**src/rtl/slowtest_pkg.sv**
```systemverilog
package slowtest_pkg;
  typedef enum logic [0:0] {
    ST_IDLE = 1'b0,
    ST_RUN  = 1'b1
  } seq_state_t;
endpackage

```
**src/rtl/slowtest_phase.sv**
```systemverilog
// Sub-slot timing: phase 0 is the launch cycle, phases 1..REP_N are sub-slots.
module slowtest_phase #(
  parameter int REP_N = 4,
  parameter int PH_W  = $clog2(REP_N + 1)
) (
  input  logic            clk,
  input  logic            rst,
  input  logic            run,
  output logic [PH_W-1:0] phase,
  output logic            slot_end,
  output logic            rate_en
);
  localparam logic [PH_W-1:0] LAST_PH = PH_W'(REP_N);

  logic [REP_N-1:0] pin_en;

  always_ff @(posedge clk) begin
    if (rst || !run) begin
      phase <= '0;
    end else if (phase == LAST_PH) begin
      phase <= '0;
    end else begin
      phase <= phase + 1'b1;
    end
  end

  // One slow pin enable per sub-slot, each shifted by one fast cycle.
  generate
    for (genvar j = 0; j < REP_N; j++) begin : g_pin
      assign pin_en[j] = run && (phase == PH_W'(j + 1));
    end
  endgenerate

  assign rate_en  = |pin_en;
  assign slot_end = run && (phase == LAST_PH);


  phase_bound_chk: assert property (@(posedge clk) disable iff (rst)
    phase <= LAST_PH);

  pin_onehot_chk: assert property (@(posedge clk) disable iff (rst)
    $onehot0(pin_en));
endmodule

```
**src/rtl/slowtest_ctrl.sv**
```systemverilog
// Repetition counter and vector holding register.
module slowtest_ctrl
  import slowtest_pkg::*;
#(
  parameter int REP_N = 4,
  parameter int VEC_W = 8,
  parameter int IDX_W = $clog2(REP_N + 1)
) (
  input  logic             clk,
  input  logic             rst,
  input  logic [VEC_W-1:0] vec_data,
  input  logic             vec_last,
  input  logic             vec_valid,
  output logic             vec_ready,
  input  logic             slot_end,
  output logic             run,
  output logic [IDX_W-1:0] app,
  output logic             is_last,
  output logic [VEC_W-1:0] pi_q
);
  localparam logic [IDX_W-1:0] LAST_APP = IDX_W'(REP_N);

  seq_state_t state;
  logic       take;

  assign vec_ready = (state == ST_IDLE);
  assign run       = (state == ST_RUN);
  assign take      = vec_valid && vec_ready;

  always_ff @(posedge clk) begin
    if (rst) begin
      state   <= ST_IDLE;
      app     <= '0;
      is_last <= 1'b0;
      pi_q    <= '0;
    end else begin
      case (state)
        ST_IDLE: begin
          if (take) begin
            state   <= ST_RUN;
            app     <= IDX_W'(1);
            is_last <= vec_last;
            pi_q    <= vec_data;
          end
        end
        ST_RUN: begin
          if (slot_end) begin
            if (app == LAST_APP) begin
              state <= ST_IDLE;
              app   <= '0;
            end else begin
              app <= app + 1'b1;
            end
          end
        end
        default: state <= ST_IDLE;
      endcase
    end
  end


  ready_drop_chk: assert property (@(posedge clk) disable iff (rst)
    take |=> !vec_ready);

  pi_hold_chk: assert property (@(posedge clk) disable iff (rst)
    !take |=> $stable(pi_q));

  app_range_chk: assert property (@(posedge clk) disable iff (rst)
    run |-> (app >= IDX_W'(1) && app <= LAST_APP));
endmodule

```
**src/rtl/slowtest_capture.sv**
```systemverilog
// Output strobe and capture register.
module slowtest_capture #(
  parameter int REP_N = 4,
  parameter int RSP_W = 8,
  parameter int IDX_W = $clog2(REP_N + 1)
) (
  input  logic             clk,
  input  logic             rst,
  input  logic             strobe,
  input  logic [IDX_W-1:0] app,
  input  logic             is_last,
  input  logic [RSP_W-1:0] cut_po,
  output logic [RSP_W-1:0] cap_data,
  output logic [IDX_W-1:0] cap_idx,
  output logic             cap_valid,
  output logic             done
);
  localparam logic [IDX_W-1:0] LAST_APP = IDX_W'(REP_N);

  always_ff @(posedge clk) begin
    if (rst) begin
      cap_data  <= '0;
      cap_idx   <= '0;
      cap_valid <= 1'b0;
      done      <= 1'b0;
    end else begin
      cap_valid <= strobe;
      done      <= strobe && is_last && (app == LAST_APP);
      if (strobe) begin
        cap_data <= cut_po;
        cap_idx  <= app;
      end
    end
  end


  cap_pulse_chk: assert property (@(posedge clk) disable iff (rst)
    cap_valid && cap_idx != LAST_APP |=> !cap_valid);

  done_pulse_chk: assert property (@(posedge clk) disable iff (rst)
    done |=> !done);
endmodule

```
**src/rtl/slowtest_seq.sv**
```systemverilog
module slowtest_seq #(
  parameter int REP_N = 4,
  parameter int VEC_W = 8,
  parameter int RSP_W = 8,
  parameter int IDX_W = $clog2(REP_N + 1)
) (
  input  logic             clk,
  input  logic             rst,
  input  logic [VEC_W-1:0] vec_data,
  input  logic             vec_last,
  input  logic             vec_valid,
  output logic             vec_ready,
  output logic [VEC_W-1:0] cut_pi,
  output logic             cut_clk_en,
  input  logic [RSP_W-1:0] cut_po,
  output logic [RSP_W-1:0] cap_data,
  output logic [IDX_W-1:0] cap_idx,
  output logic             cap_valid,
  output logic             done
);
  localparam int PH_W = IDX_W;

  logic            run;
  logic            slot_end;
  logic            rate_en;
  logic            is_last;
  logic            strobe;
  logic [PH_W-1:0] phase;
  logic [IDX_W-1:0] app;

  slowtest_phase #(.REP_N(REP_N), .PH_W(PH_W)) u_phase (
    .clk      (clk),
    .rst      (rst),
    .run      (run),
    .phase    (phase),
    .slot_end (slot_end),
    .rate_en  (rate_en)
  );

  slowtest_ctrl #(.REP_N(REP_N), .VEC_W(VEC_W), .IDX_W(IDX_W)) u_ctrl (
    .clk       (clk),
    .rst       (rst),
    .vec_data  (vec_data),
    .vec_last  (vec_last),
    .vec_valid (vec_valid),
    .vec_ready (vec_ready),
    .slot_end  (slot_end),
    .run       (run),
    .app       (app),
    .is_last   (is_last),
    .pi_q      (cut_pi)
  );

  // Application k samples in sub-slot k, i.e. k cycles after launch.
  assign strobe     = run && (phase == app);
  assign cut_clk_en = rate_en;

  slowtest_capture #(.REP_N(REP_N), .RSP_W(RSP_W), .IDX_W(IDX_W)) u_cap (
    .clk       (clk),
    .rst       (rst),
    .strobe    (strobe),
    .app       (app),
    .is_last   (is_last),
    .cut_po    (cut_po),
    .cap_data  (cap_data),
    .cap_idx   (cap_idx),
    .cap_valid (cap_valid),
    .done      (done)
  );


  done_with_cap_chk: assert property (@(posedge clk) disable iff (rst)
    done |-> (cap_valid && cap_idx == IDX_W'(REP_N)));

  cap_idx_range_chk: assert property (@(posedge clk) disable iff (rst)
    cap_valid |-> (cap_idx >= IDX_W'(1) && cap_idx <= IDX_W'(REP_N)));

  idle_no_en_chk: assert property (@(posedge clk) disable iff (rst)
    vec_ready |-> !cut_clk_en);
endmodule

```
**config.mk**
```make
export PLATFORM = sky130hd
export DESIGN_NAME = slowtest_seq
export DESIGN_NICKNAME = d
export VERILOG_FILES = /design/src/rtl/slowtest_pkg.sv /design/src/rtl/slowtest_phase.sv /design/src/rtl/slowtest_ctrl.sv /design/src/rtl/slowtest_capture.sv /design/src/rtl/slowtest_seq.sv
export SDC_FILE = /design/constraint.sdc
export NUM_CORES = 1
export LEC_CHECK = 0
export ABC_AREA = 1
export BUFFER_PORTS_ARGS = -buffer_cell sky130_fd_sc_hd__buf_2
export CAP_MARGIN = 20
export CELL_PAD_IN_SITES_DETAIL_PLACEMENT = 1
export CELL_PAD_IN_SITES_GLOBAL_PLACEMENT = 1
export CORE_MARGIN = 2
export CORE_UTILIZATION = 37
export DETAILED_ROUTE_END_ITERATION = 8
export GPL_ROUTABILITY_DRIVEN = 0
export PLACE_DENSITY_LB_ADDON = 0.1
export SLEW_MARGIN = 10
export SYNTH_ARGS = -nofsm -noshare
export SYNTH_HDL_FRONTEND = slang
export SYNTH_SLANG_ARGS = --single-unit
```
**constraint.sdc**
```tcl
create_clock -name clk -period 2.85 [get_ports clk]
set_clock_uncertainty 0.15 [all_clocks]
set_input_delay 0.1425 -clock clk [delete_from_list [all_inputs] [get_ports clk]]
set_output_delay 0.1425 -clock clk [all_outputs]
set_load 0.02 [all_outputs]
```
==> flow_results.xml <==
<?xml version="1.0" encoding="UTF-8"?>
<metrics>
  <group name="detailed_routing">
    <metric name="drt-initial-drc-count" unit="">41</metric>
    <metric name="routed-via-count" unit="">1330</metric>
    <metric name="post_route_antenna_net_violation_count" unit="">0</metric>
    <metric name="drc" unit="">0</metric>
    <metric name="wl_per_cell" unit="um">12.24</metric>
    <metric name="avgViaCountPerCell" unit="">4.667</metric>
    <metric name="postRouteWirelength" unit="um">3489</metric>
    <metric name="dr.pass1.iters" unit="">4</metric>
  </group>
  <group name="global_route">
    <metric name="grt_first_pass_wirelength" unit="um">6030</metric>
    <metric name="antenna_found_initial" unit="">0</metric>
    <metric name="vias_in_the_first_global_route" unit="">1398</metric>
    <metric name="grt_usage" unit="">0.1898</metric>
    <metric name="globalRoute.totalOverflow" unit="">0</metric>
    <metric name="grt_start_max_net_pins" unit="">23</metric>
  </group>
  <group name="yosys">
    <metric name="ys_warn_count" unit="">0</metric>
    <metric name="postSynthRegisterBits" unit="">29</metric>
    <metric name="synth.top_cells.by_count" unit="">sky130_fd_sc_hd__nor2_1, sky130_fd_sc_hd__dfxtp_1, sky130_fd_sc_hd__nand2_1</metric>
    <metric name="synth-edff-count" unit="">0</metric>
    <metric name="synth.largest_area_cell" unit="">sky130_fd_sc_hd__dfxtp_1</metric>
    <metric name="yosys.cell_count.top_type" unit="">sky130_fd_sc_hd__nor2_1</metric>
    <metric name="synth_area_leaders" unit="">sky130_fd_sc_hd__dfxtp_1, sky130_fd_sc_hd__nor2_1, sky130_fd_sc_hd__nand2_1, sky130_fd_sc_hd__ha_1, sky130_fd_sc_hd__nand3_1</metric>
    <metric name="sequential_area_share_after_synthesis" unit="">0.4381</metric>
    <metric name="synth_cell_type_count" unit="">19</metric>
    <metric name="postSynth.topFlopCell" unit="">sky130_fd_sc_hd__dfxtp_1</metric>
    <metric name="syn_inst" unit="">180</metric>
    <metric name="synth_largest_type_area_fraction" unit="">0.4381</metric>
    <metric name="synth.cell_area" unit="um^2">1325</metric>
    <metric name="synth.avg_cell_area" unit="um^2">7.361</metric>
    <metric name="synth_nets" unit="">207</metric>
    <metric name="synth_async_sr_flop_share" unit="">0</metric>
  </group>
  <group name="critical_path">
    <metric name="worst_case_reg_to_reg_path_depth" unit="">6</metric>
    <metric name="timing.critical_path.arrival" unit="ns">1.59</metric>
    <metric name="max_stage_delay" unit="ns">0.49</metric>
    <metric name="path_class" unit="">flip-flop to output port</metric>
    <metric name="critical_path_required" unit="ns">2.56</metric>
    <metric name="regToRegEndpoint" unit="">u_cap.cap_data[4]</metric>
    <metric name="r2r_setup_slack" unit="ns">1.25</metric>
    <metric name="r2r-start" unit="">u_phase.phase[0]</metric>
    <metric name="cp_cell_sequence" unit="">inv_2 -&gt; ha_1 -&gt; o21ai_0 -&gt; a21oi_1 -&gt; buf_2</metric>
    <metric name="crit_fanout" unit="">6</metric>
    <metric name="cp_slowest_cell" unit="">sky130_fd_sc_hd__dfxtp_1</metric>
    <metric name="critical_path.startpoint_type" unit="">flip-flop</metric>
    <metric name="kind_of_end_point_of_the_critical_path" unit="">output port</metric>
  </group>
  <group name="placed_design">
    <metric name="dp_worst_setup_slack" unit="ns">1.258</metric>
    <metric name="portBuffers" unit="">42</metric>
    <metric name="post-dp-hpwl" unit="um">2452</metric>
    <metric name="dpl.cell_count" unit="">262</metric>
  </group>
  <group name="floorplanning">
    <metric name="core_area" unit="um^2">3390</metric>
    <metric name="die-width" unit="um">63.84</metric>
    <metric name="initial_core_util" unit="">0.3909</metric>
    <metric name="die_h" unit="um">63.84</metric>
    <metric name="ios" unit="">43</metric>
    <metric name="placement_rows" unit="">21</metric>
    <metric name="floorplan.die_area" unit="um^2">4076</metric>
  </group>
  <group name="clock_network">
    <metric name="holdBufCountCts" unit="">15</metric>
    <metric name="clock_sink_count" unit="">29</metric>
    <metric name="clk_tree_root_cell" unit="">sky130_fd_sc_hd__clkbuf_4</metric>
    <metric name="cts_tree" unit="">done</metric>
    <metric name="numCtsBuffers" unit="">5</metric>
    <metric name="postCtsResizedCells" unit="">0</metric>
    <metric name="clockBufferDepth" unit="">2</metric>
    <metric name="clkLatencyLatePin" unit="ns">0.34</metric>
    <metric name="cts-htree-levels" unit="">2</metric>
    <metric name="post-cts-setup-buffers" unit="">0</metric>
    <metric name="cts.clk_slew.worst_paths" unit="ns">0.09</metric>
  </group>
  <group name="worst_hold_path">
    <metric name="hold_path_startpoint" unit="">cut_po[0]</metric>
    <metric name="worstHoldPathType" unit="">input port to flip-flop</metric>
    <metric name="hold_path_depth" unit="">5</metric>
    <metric name="hold-path-endpoint" unit="">u_cap.cap_data[0]</metric>
  </group>
  <group name="timing">
    <metric name="worst_hold_slack" unit="ns">-0.001426</metric>
    <metric name="timing.final.crit_period" unit="ns">1.882</metric>
    <metric name="totalNegativeSetupSlack" unit="ns">0</metric>
    <metric name="worst_slew_pin_slew" unit="ns">0.6316</metric>
    <metric name="final_critical_path_setup_slack" unit="ns">0.9685</metric>
    <metric name="post-route-period-util" unit="">0.6602</metric>
    <metric name="rsz_0062_raised_after_global_routing" unit="">false</metric>
    <metric name="max_freq" unit="MHz">531.5</metric>
    <metric name="hold_viol" unit="">2</metric>
    <metric name="setup_viols_final" unit="">0</metric>
    <metric name="timing.max_slew.rel_slack" unit="">0.5785</metric>
    <metric name="final_max_slew_viol_count" unit="">0</metric>
  </group>
  <group name="run_status">
    <metric name="run_status" unit="">complete, but fails checks</metric>
    <metric name="failing_checks" unit="">negative hold slack</metric>
  </group>
  <group name="cells_and_area">
    <metric name="finalCoreUtilization" unit="">0.5212</metric>
    <metric name="layout-drive-gt1-share" unit="">0.2720</metric>
    <metric name="finish.cell_count_without_fillers" unit="">285</metric>
    <metric name="fillCellCount" unit="">433</metric>
    <metric name="final_net_count" unit="">265</metric>
    <metric name="diodes" unit="">0</metric>
    <metric name="area_growth_syn_to_layout" unit="%">33.33</metric>
  </group>
  <group name="power_and_ir_drop">
    <metric name="power_density" unit="nW/um^2">526.3</metric>
    <metric name="power_leakage" unit="nW">0.8859</metric>
    <metric name="max-vdd-ir-drop" unit="mV">0.2799</metric>
  </group>
  <group name="flow_run">
    <metric name="max-cap-violations" unit="">0</metric>
  </group>
</metrics>
through the flow:
step	total power, mW	cell area [um^2]
floorplan	0.5842	1325
global placement	0.6272	1546
detailed placement	0.6367	1546
CTS	0.9411	1767
global route	0.9915	1767
finish	0.9298	1767
layout make-up:
type	count	area, um^2	share of cell area
tap	46	57.56	0.03258
clock inverter	1	5.005	0.002833
clock buffer	7	65.06	0.03683
inverter	21	78.83	0.04462
multi-input combinational	124	619.3	0.3506
timing repair buffer	57	360.3	0.2040
sequential	29	580.6	0.3286
per-layer routing:
| layer | share of wire | GRT usage |
|---|---|---|
| met5 | 0 | 0 |
| met1 | 0.42 | 0.1987 |
| met2 | 0.52 | 0.3516 |
| met4 | 0.0095 | 0.09783 |
| met3 | 0.056 | 0.04049 |
cells in the final DEF, fill, tap and decap left out:
| cell type | instances |
|---|---|
| sky130_fd_sc_hd__nand3_2 | 1 |
| sky130_fd_sc_hd__o211ai_1 | 1 |
| sky130_fd_sc_hd__dlygate4sd3_1 | 15 |
| sky130_fd_sc_hd__clkbuf_8 | 2 |
| sky130_fd_sc_hd__ha_1 | 7 |
| sky130_fd_sc_hd__a21oi_1 | 7 |
| sky130_fd_sc_hd__buf_2 | 42 |
| sky130_fd_sc_hd__nor2_4 | 2 |
| sky130_fd_sc_hd__inv_2 | 5 |
| sky130_fd_sc_hd__o21ai_0 | 12 |
| sky130_fd_sc_hd__nand2_1 | 28 |
| sky130_fd_sc_hd__nor2_2 | 2 |
| sky130_fd_sc_hd__dfxtp_1 | 29 |
| sky130_fd_sc_hd__clkbuf_4 | 5 |
| sky130_fd_sc_hd__inv_1 | 16 |
| sky130_fd_sc_hd__clkinv_2 | 1 |
| sky130_fd_sc_hd__nor3_2 | 1 |
| sky130_fd_sc_hd__nor2_1 | 43 |
| sky130_fd_sc_hd__nand3_1 | 16 |
| sky130_fd_sc_hd__a21oi_2 | 1 |
| sky130_fd_sc_hd__nand2_2 | 3 |
critical path: cells and delay by family (launching register included):
kind	cells	cell delay (ns)
DFF	1	0.49
buffers and inverters	2	0.27
adders and majority gates	1	0.20
AOI/OAI and AO/OA	2	0.29
cell families after synthesis:
logic type / synth area share
AND/OR/NAND/NOR: 0.3173
flip-flops: 0.4382
buffers and inverters: 0.09443
AO/OA/AOI/OAI: 0.08404
adder cells (fa/ha/maj): 0.06610
worst max-delay path by stage:
stage | start | end | cells past startpoint
floorplan | u_phase.phase[0] | cut_clk_en | 4
global placement | u_phase.phase[0] | u_ctrl.app[2] | 6
detailed placement | u_phase.phase[0] | u_cap.cap_data[4] | 6
CTS | u_phase.phase[0] | cut_clk_en | 5
global route | u_phase.phase[0] | cut_clk_en | 5
finish | u_phase.phase[0] | cut_clk_en | 5
flip-flops by register name, indices dropped and copies added (netlist names):
signal           count
u_phase.phase        3
u_cap.cap_data       8
u_ctrl.app           3
u_cap.cap_idx        3
u_cap.cap_valid      1
u_ctrl.is_last       1
u_ctrl.run           1
u_ctrl.pi_q          8
u_cap.done           1
where the power goes:
group	internal [mW]	leakage (nW)	switching, mW	total (mW)
registers	0.434	0.238	0.0173	0.452
logic	0.0732	0.606	0.116	0.189
clock network	0.143	0.0413	0.147	0.289
No activity file was read; power rests on OpenSTA's default activity.
